$ cat config.mk
export PLATFORM = sky130hd
export DESIGN_NAME = hamming256_ecc_gen
export DESIGN_NICKNAME = d
export VERILOG_FILES = /design/src/rtl/ecc256_pkg.sv /design/src/rtl/ecc_col_parity.sv /design/src/rtl/ecc_line_mask.sv /design/src/rtl/ecc_spare_fmt.sv /design/src/rtl/hamming256_ecc_gen.sv
export SDC_FILE = /design/constraint.sdc
export NUM_CORES = 1
export LEC_CHECK = 0
export BUFFER_PORTS_ARGS = -buffer_cell sky130_fd_sc_hd__buf_2
export CAP_MARGIN = 5
export CORE_UTILIZATION = 55
export DETAILED_ROUTE_END_ITERATION = 12
export MAX_ROUTING_LAYER = met4
export PLACE_DENSITY = 0.79
export SLEW_MARGIN = 20
export SYNTH_ARGS = -nofsm -noshare
export SYNTH_HDL_FRONTEND = slang
export SYNTH_HIERARCHICAL = 1
export SYNTH_SLANG_ARGS = --single-unit
$ cat constraint.sdc
create_clock -name clk -period 2.3 [get_ports clk]
set_clock_uncertainty 0.15 [all_clocks]
set_input_delay 0.46 -clock clk [delete_from_list [all_inputs] [get_ports clk]]
set_output_delay 0.46 -clock clk [all_outputs]
set_load 0.02 [all_outputs]
$ cat src/rtl/ecc256_pkg.sv
package ecc256_pkg;
    localparam int BYTE_W    = 8;
    localparam int BITSEL_W  = $clog2(BYTE_W);
    localparam int COL_W     = 2 * BITSEL_W;
    localparam int PAD_W     = 2;
    typedef logic [BYTE_W-1:0] byte_t;
endpackage

$ cat src/rtl/ecc_col_parity.sv
module ecc_col_parity
    import ecc256_pkg::*;
(
    input  byte_t             data_i,
    output logic [COL_W-1:0]  col_o,
    output logic              byte_par_o
);
    always_comb begin
        col_o = '0;
        for (int j = 0; j < BITSEL_W; j++) begin
            for (int p = 0; p < BYTE_W; p++) begin
                if (p[j]) col_o[2*j+1] = col_o[2*j+1] ^ data_i[p];
                else      col_o[2*j]   = col_o[2*j]   ^ data_i[p];
            end
        end
        byte_par_o = ^data_i;
    end
endmodule

$ cat src/rtl/ecc_line_mask.sv
module ecc_line_mask #(
    parameter int ADDR_W = 8
) (
    input  logic [ADDR_W-1:0]   addr_i,
    input  logic                par_i,
    output logic [2*ADDR_W-1:0] mask_o
);
    for (genvar k = 0; k < ADDR_W; k++) begin : g_pair
        assign mask_o[2*k]   = par_i & ~addr_i[k];
        assign mask_o[2*k+1] = par_i &  addr_i[k];
    end
endmodule

$ cat src/rtl/ecc_spare_fmt.sv
module ecc_spare_fmt
    import ecc256_pkg::*;
#(
    parameter int RAW_W   = 22,
    parameter int SPARE_N = 3
) (
    input  logic [RAW_W-1:0]          raw_i,
    output logic [SPARE_N*BYTE_W-1:0] spare_o
);
    localparam int STORE_W = SPARE_N * BYTE_W;
    localparam int EXT_W   = STORE_W - RAW_W - PAD_W;

    logic [STORE_W-1:0] stored;

    if (EXT_W > 0) begin : g_ext
        assign stored = ~{{EXT_W{1'b0}}, raw_i, {PAD_W{1'b0}}};
    end else begin : g_exact
        assign stored = ~{raw_i, {PAD_W{1'b0}}};
    end

    for (genvar n = 0; n < SPARE_N; n++) begin : g_byte
        assign spare_o[n*BYTE_W +: BYTE_W] = stored[(SPARE_N-1-n)*BYTE_W +: BYTE_W];
    end
endmodule

$ cat src/rtl/hamming256_ecc_gen.sv
module hamming256_ecc_gen
    import ecc256_pkg::*;
#(
    parameter int CHUNK_BYTES = 256,
    parameter int SPARE_N     = 3
) (
    input  logic                                         clk,
    input  logic                                         rst_n,
    input  logic                                         clear_i,
    input  logic                                         enable_i,
    input  logic                                         byte_valid_i,
    input  logic [7:0]                                   byte_i,
    output logic                                         parity_valid_o,
    output logic [COL_W+2*$clog2(CHUNK_BYTES)-1:0]      parity_o,
    output logic [SPARE_N*8-1:0]                         spare_o
);
    localparam int ADDR_W = $clog2(CHUNK_BYTES);
    localparam int LINE_W = 2 * ADDR_W;
    localparam int RAW_W  = COL_W + LINE_W;
    localparam logic [ADDR_W-1:0] LAST_IDX = ADDR_W'(CHUNK_BYTES - 1);

    typedef struct packed {
        logic [ADDR_W-1:0] cnt;
        logic [RAW_W-1:0]  acc;
        logic [RAW_W-1:0]  result;
        logic              valid;
    } gen_state_t;

    gen_state_t st_d, st_q;

    logic [COL_W-1:0]  col_bits;
    logic              byte_par;
    logic [LINE_W-1:0] line_bits;
    logic              accept;
    logic [RAW_W-1:0]  acc_next;

    ecc_col_parity u_col (
        .data_i     (byte_i),
        .col_o      (col_bits),
        .byte_par_o (byte_par)
    );

    ecc_line_mask #(.ADDR_W(ADDR_W)) u_line (
        .addr_i (st_q.cnt),
        .par_i  (byte_par),
        .mask_o (line_bits)
    );

    ecc_spare_fmt #(.RAW_W(RAW_W), .SPARE_N(SPARE_N)) u_fmt (
        .raw_i   (st_q.result),
        .spare_o (spare_o)
    );

    always_comb begin
        accept   = enable_i & byte_valid_i;
        acc_next = st_q.acc ^ {line_bits, col_bits};
        st_d       = st_q;
        st_d.valid = 1'b0;
        if (clear_i) begin
            st_d.cnt = '0;
            st_d.acc = '0;
        end else if (accept) begin
            if (st_q.cnt == LAST_IDX) begin
                st_d.result = acc_next;
                st_d.valid  = 1'b1;
                st_d.cnt    = '0;
                st_d.acc    = '0;
            end else begin
                st_d.cnt = st_q.cnt + 1'b1;
                st_d.acc = acc_next;
            end
        end
    end

    always_ff @(posedge clk or negedge rst_n) begin
        if (!rst_n) st_q <= '0;
        else        st_q <= st_d;
    end

    assign parity_valid_o = st_q.valid;
    assign parity_o       = st_q.result;

    // edges that take in no byte leave the accumulation untouched
    p_idle_keeps_acc_r4: assert property (@(posedge clk) disable iff (!rst_n)
        (!clear_i && !(enable_i && byte_valid_i)) |=> ($stable(st_q.acc) && $stable(st_q.cnt)));

    // the last byte gives a pulse and a fresh accumulator
    p_last_byte_done_r5: assert property (@(posedge clk) disable iff (!rst_n)
        (!clear_i && enable_i && byte_valid_i && st_q.cnt == LAST_IDX)
        |=> (parity_valid_o && st_q.cnt == '0 && st_q.acc == '0));

    // the done pulse lasts one cycle
    p_single_pulse_r5: assert property (@(posedge clk) disable iff (!rst_n)
        parity_valid_o |=> !parity_valid_o);

    // clear discards the partial chunk but keeps the latched result
    p_clear_restarts_r7: assert property (@(posedge clk) disable iff (!rst_n)
        clear_i |=> (st_q.cnt == '0 && st_q.acc == '0 && $stable(parity_o)));

    // the result holds unless a chunk completes
    p_result_holds_r8: assert property (@(posedge clk) disable iff (!rst_n)
        !(!clear_i && enable_i && byte_valid_i && st_q.cnt == LAST_IDX) |=> $stable(parity_o));

    // the two shifted-in bits land inverted in the last stored byte
    p_pad_bits_r9: assert property (@(posedge clk) disable iff (!rst_n)
        spare_o[(SPARE_N-1)*8 +: 2] == 2'b11);
endmodule

==> results_dict.tcl <==
set metrics [dict create \
    p_leak_uw 0.001624 \
    pin_count 60 \
    hold_path_class "in -> reg" \
    postSynthAreaPerCell_um2 9.784 \
    clockRootBuffer "clkbuf_8" \
    dp_hpwl_um 3782 \
    powerDensity_mw_per_mm2 572.3 \
    die_area_mm2 0.005925 \
    wl_per_cell_um 12.22 \
    initial_utilization_pct 58.67 \
    fillers 435 \
    clock_path_buffers 2 \
    cts_buffers 5 \
    grt_pass1_vias 1912 \
    reg2reg_slack_ns 0.23 \
    route.detailed.drc 0 \
    max_freq_ghz 0.4837 \
    ys_warn_count 6 \
    final-seq-area_mm2 0.001326 \
    final_max_slew_viol_count 0 \
    io_buffers 57 \
    finalSetupViolations 0 \
    period_needed_ns 2.067 \
    wl_um 5193 \
    start_kind "register" \
    peakVddDrop_mv 0.2431 \
    cts_tree "built" \
    grt_start_max_net_pins 46 \
    drive_gt1_share_pct 27.32 \
    drtAntennaViolNets 0 \
    path_max_fanout 25 \
    die-width_um 76.98 \
    synth_top_area_share_pct 42.90 \
    synth-seq-area-share_pct 42.90 \
    final_net_count 368 \
    fin_util_pct 64.34 \
    core_mm2 0.005270 \
    gp_congestion 0.8517 \
    syn2layout_area_growth_pct 9.672 \
    critPathKind "reg -> reg" \
    synth_cell_type_count 33 \
    gr-total-overflow 0 \
    cp.required_ns 2.38 \
    yosys.area.top_type "dfrtp_1" \
    fp.dieH_um 76.98 \
    rsz0062_at_grt "no" \
    vias 2149 \
    ys_ff_latch 53 \
    arrival_ns 2.15 \
    clock_latency_ns 0.29 \
    clk_pin_slew_ns 0.09 \
    multi_input_area_mm2 0.001415 \
    totalNegativeSetupSlack_ns 0 \
    clock_sinks 53 \
    antenna_found_initial 0 \
    viasPerCell 5.056 \
    diodes 0 \
    rows 26 \
    netlist_instances 316 \
    final-hold-violation-count 0 \
    firstDrtPassIters 4 \
    dr.first_iter.drc_count 113 \
    cap_viol_max_count 0 \
    status "finished clean" \
    grt_pass1_wl_um 8907 \
    ys_top_cells_by_area "dfrtp_1, xnor2_1, nor3b_2" \
    cp-end-kind "register" \
    syn_area_mm2 0.003092 \
    grt_usage_pct 19.17 \
    fin_crit_sh_pct 89.88 \
    htreeDepth 2 \
]
[synth_stat cells (all sizes together)]
cell type   n
nor3b      21
xor2        6
nand4bb     1
o21ai      46
and2b       2
dfrtp      53
nand3       5
a211o       1
a21oi       3
nor3        2
nand2      30
nor2b       6
a211oi      1
a41oi       1
nand2b      1
a31oi       4
xnor2      33
buf        31
clkbuf      6
conb        1
and2        8
a22o        1
a21o       22
and4        1
nor4b       1
and3        2
ha          1
inv        23
nor2        3
[final cells by class]
| type | instances | area share, % |
|---|---|---|
| Sequential cell | 53 | 39.11 |
| Multi-Input combinational cell | 204 | 41.73 |
| Timing Repair Buffer | 67 | 11.44 |
| Clock buffer | 6 | 2.140 |
| Tap cell | 70 | 2.583 |
| Inverter | 23 | 2.546 |
| Clock inverter | 2 | 0.4428 |
[report_power, final]
| group | switching [uW] | leakage (uW) | internal (uW) |
|---|---|---|---|
| Clock | 289 | 0.0000374 | 215 |
| Sequential | 32.4 | 0.000735 | 960 |
| Combinational | 225 | 0.000852 | 221 |
[state kept, by name, summed over array words and instances (netlist names)]
register / flops
parity_valid_o: 1
parity_o: 22
st_q: 30
[cell usage in the layout (no fill, tap or decap), drive strengths merged, types with 2 or more instances in the layout]
cell type  count
buf           66
o21ai         46
conb           2
nor2b          6
inv           23
clkbuf         6
nand3          5
dfrtp         53
a31oi          4
nand2         30
nor3b         21
and2b          2
a21oi          3
clkinvlp       2
and3           2
a21o          22
and2           8
xnor2         33
xor2           6
nor2           3
nor3           2
[final timing paths]
kind,cells after the start,endpoint,startpoint
worst max-delay path,6,st_q[35],st_q[46]
worst min-delay path,2,st_q[46],clear_i
worst max register to register,6,st_q[35],st_q[46]
worst min register to register,2,parity_o[2],parity_o[2]
max in group asynchronous,3,parity_o[18],rst_n
min in group asynchronous,2,st_q[28],rst_n
[routing by layer]
metal	part of all wire [%]	global-route usage, %
met5	0	-
met4	1.1	4.717
met3	3.3	2.857
met1	50	27.34
met2	45	28.84
[through the flow]
stage               hold WS [ns]  instance area [um^2]  worst slack, ns  cells  power (uW)
detailed placement        0.1915                  3293          0.06084    416        1452
CTS                       0.2632                  3391           0.2270    425        1958
floorplan                0.01441                  3095           0.2114    317        1336
global placement          0.1826                  3293           0.2045    416        1438
finish                    0.2690                  3391           0.2327    425        1941
global route              0.2774                  3391          0.08073    425        2048
[critical path, cell delays in order, from the launching register on]
cell,delay [ns]
dfrtp_1,0.45
ha_1,0.27
and3_4,0.20
a211o_1,0.30
buf_4,0.24
o21ai_0,0.24
a21o_1,0.15
[logic make-up (layout without fill, tap and decap cells)]
kind of cell / after synthesis / count (layout) / synth area share [%]
buffers and inverters: 60 / 98 / 11.45
AND/OR/NAND/NOR: 83 / 83 / 18.74
AO/OA/AOI/OAI: 79 / 79 / 15.34
other: 1 / 2 / 0.1213
flip-flops: 53 / 53 / 42.90
XOR/XNOR: 39 / 39 / 11.05
adder cells (fa/ha/maj): 1 / 1 / 0.4046
[repair_timing]
item	in CTS	in global routing
setup endpoints to repair	0	0
resized for setup	0	0
hold buffers	1	0
buffers inserted	0	0
endpoints found under the hold margin	8	0
Note: power is estimated with default switching activity, not from simulation.
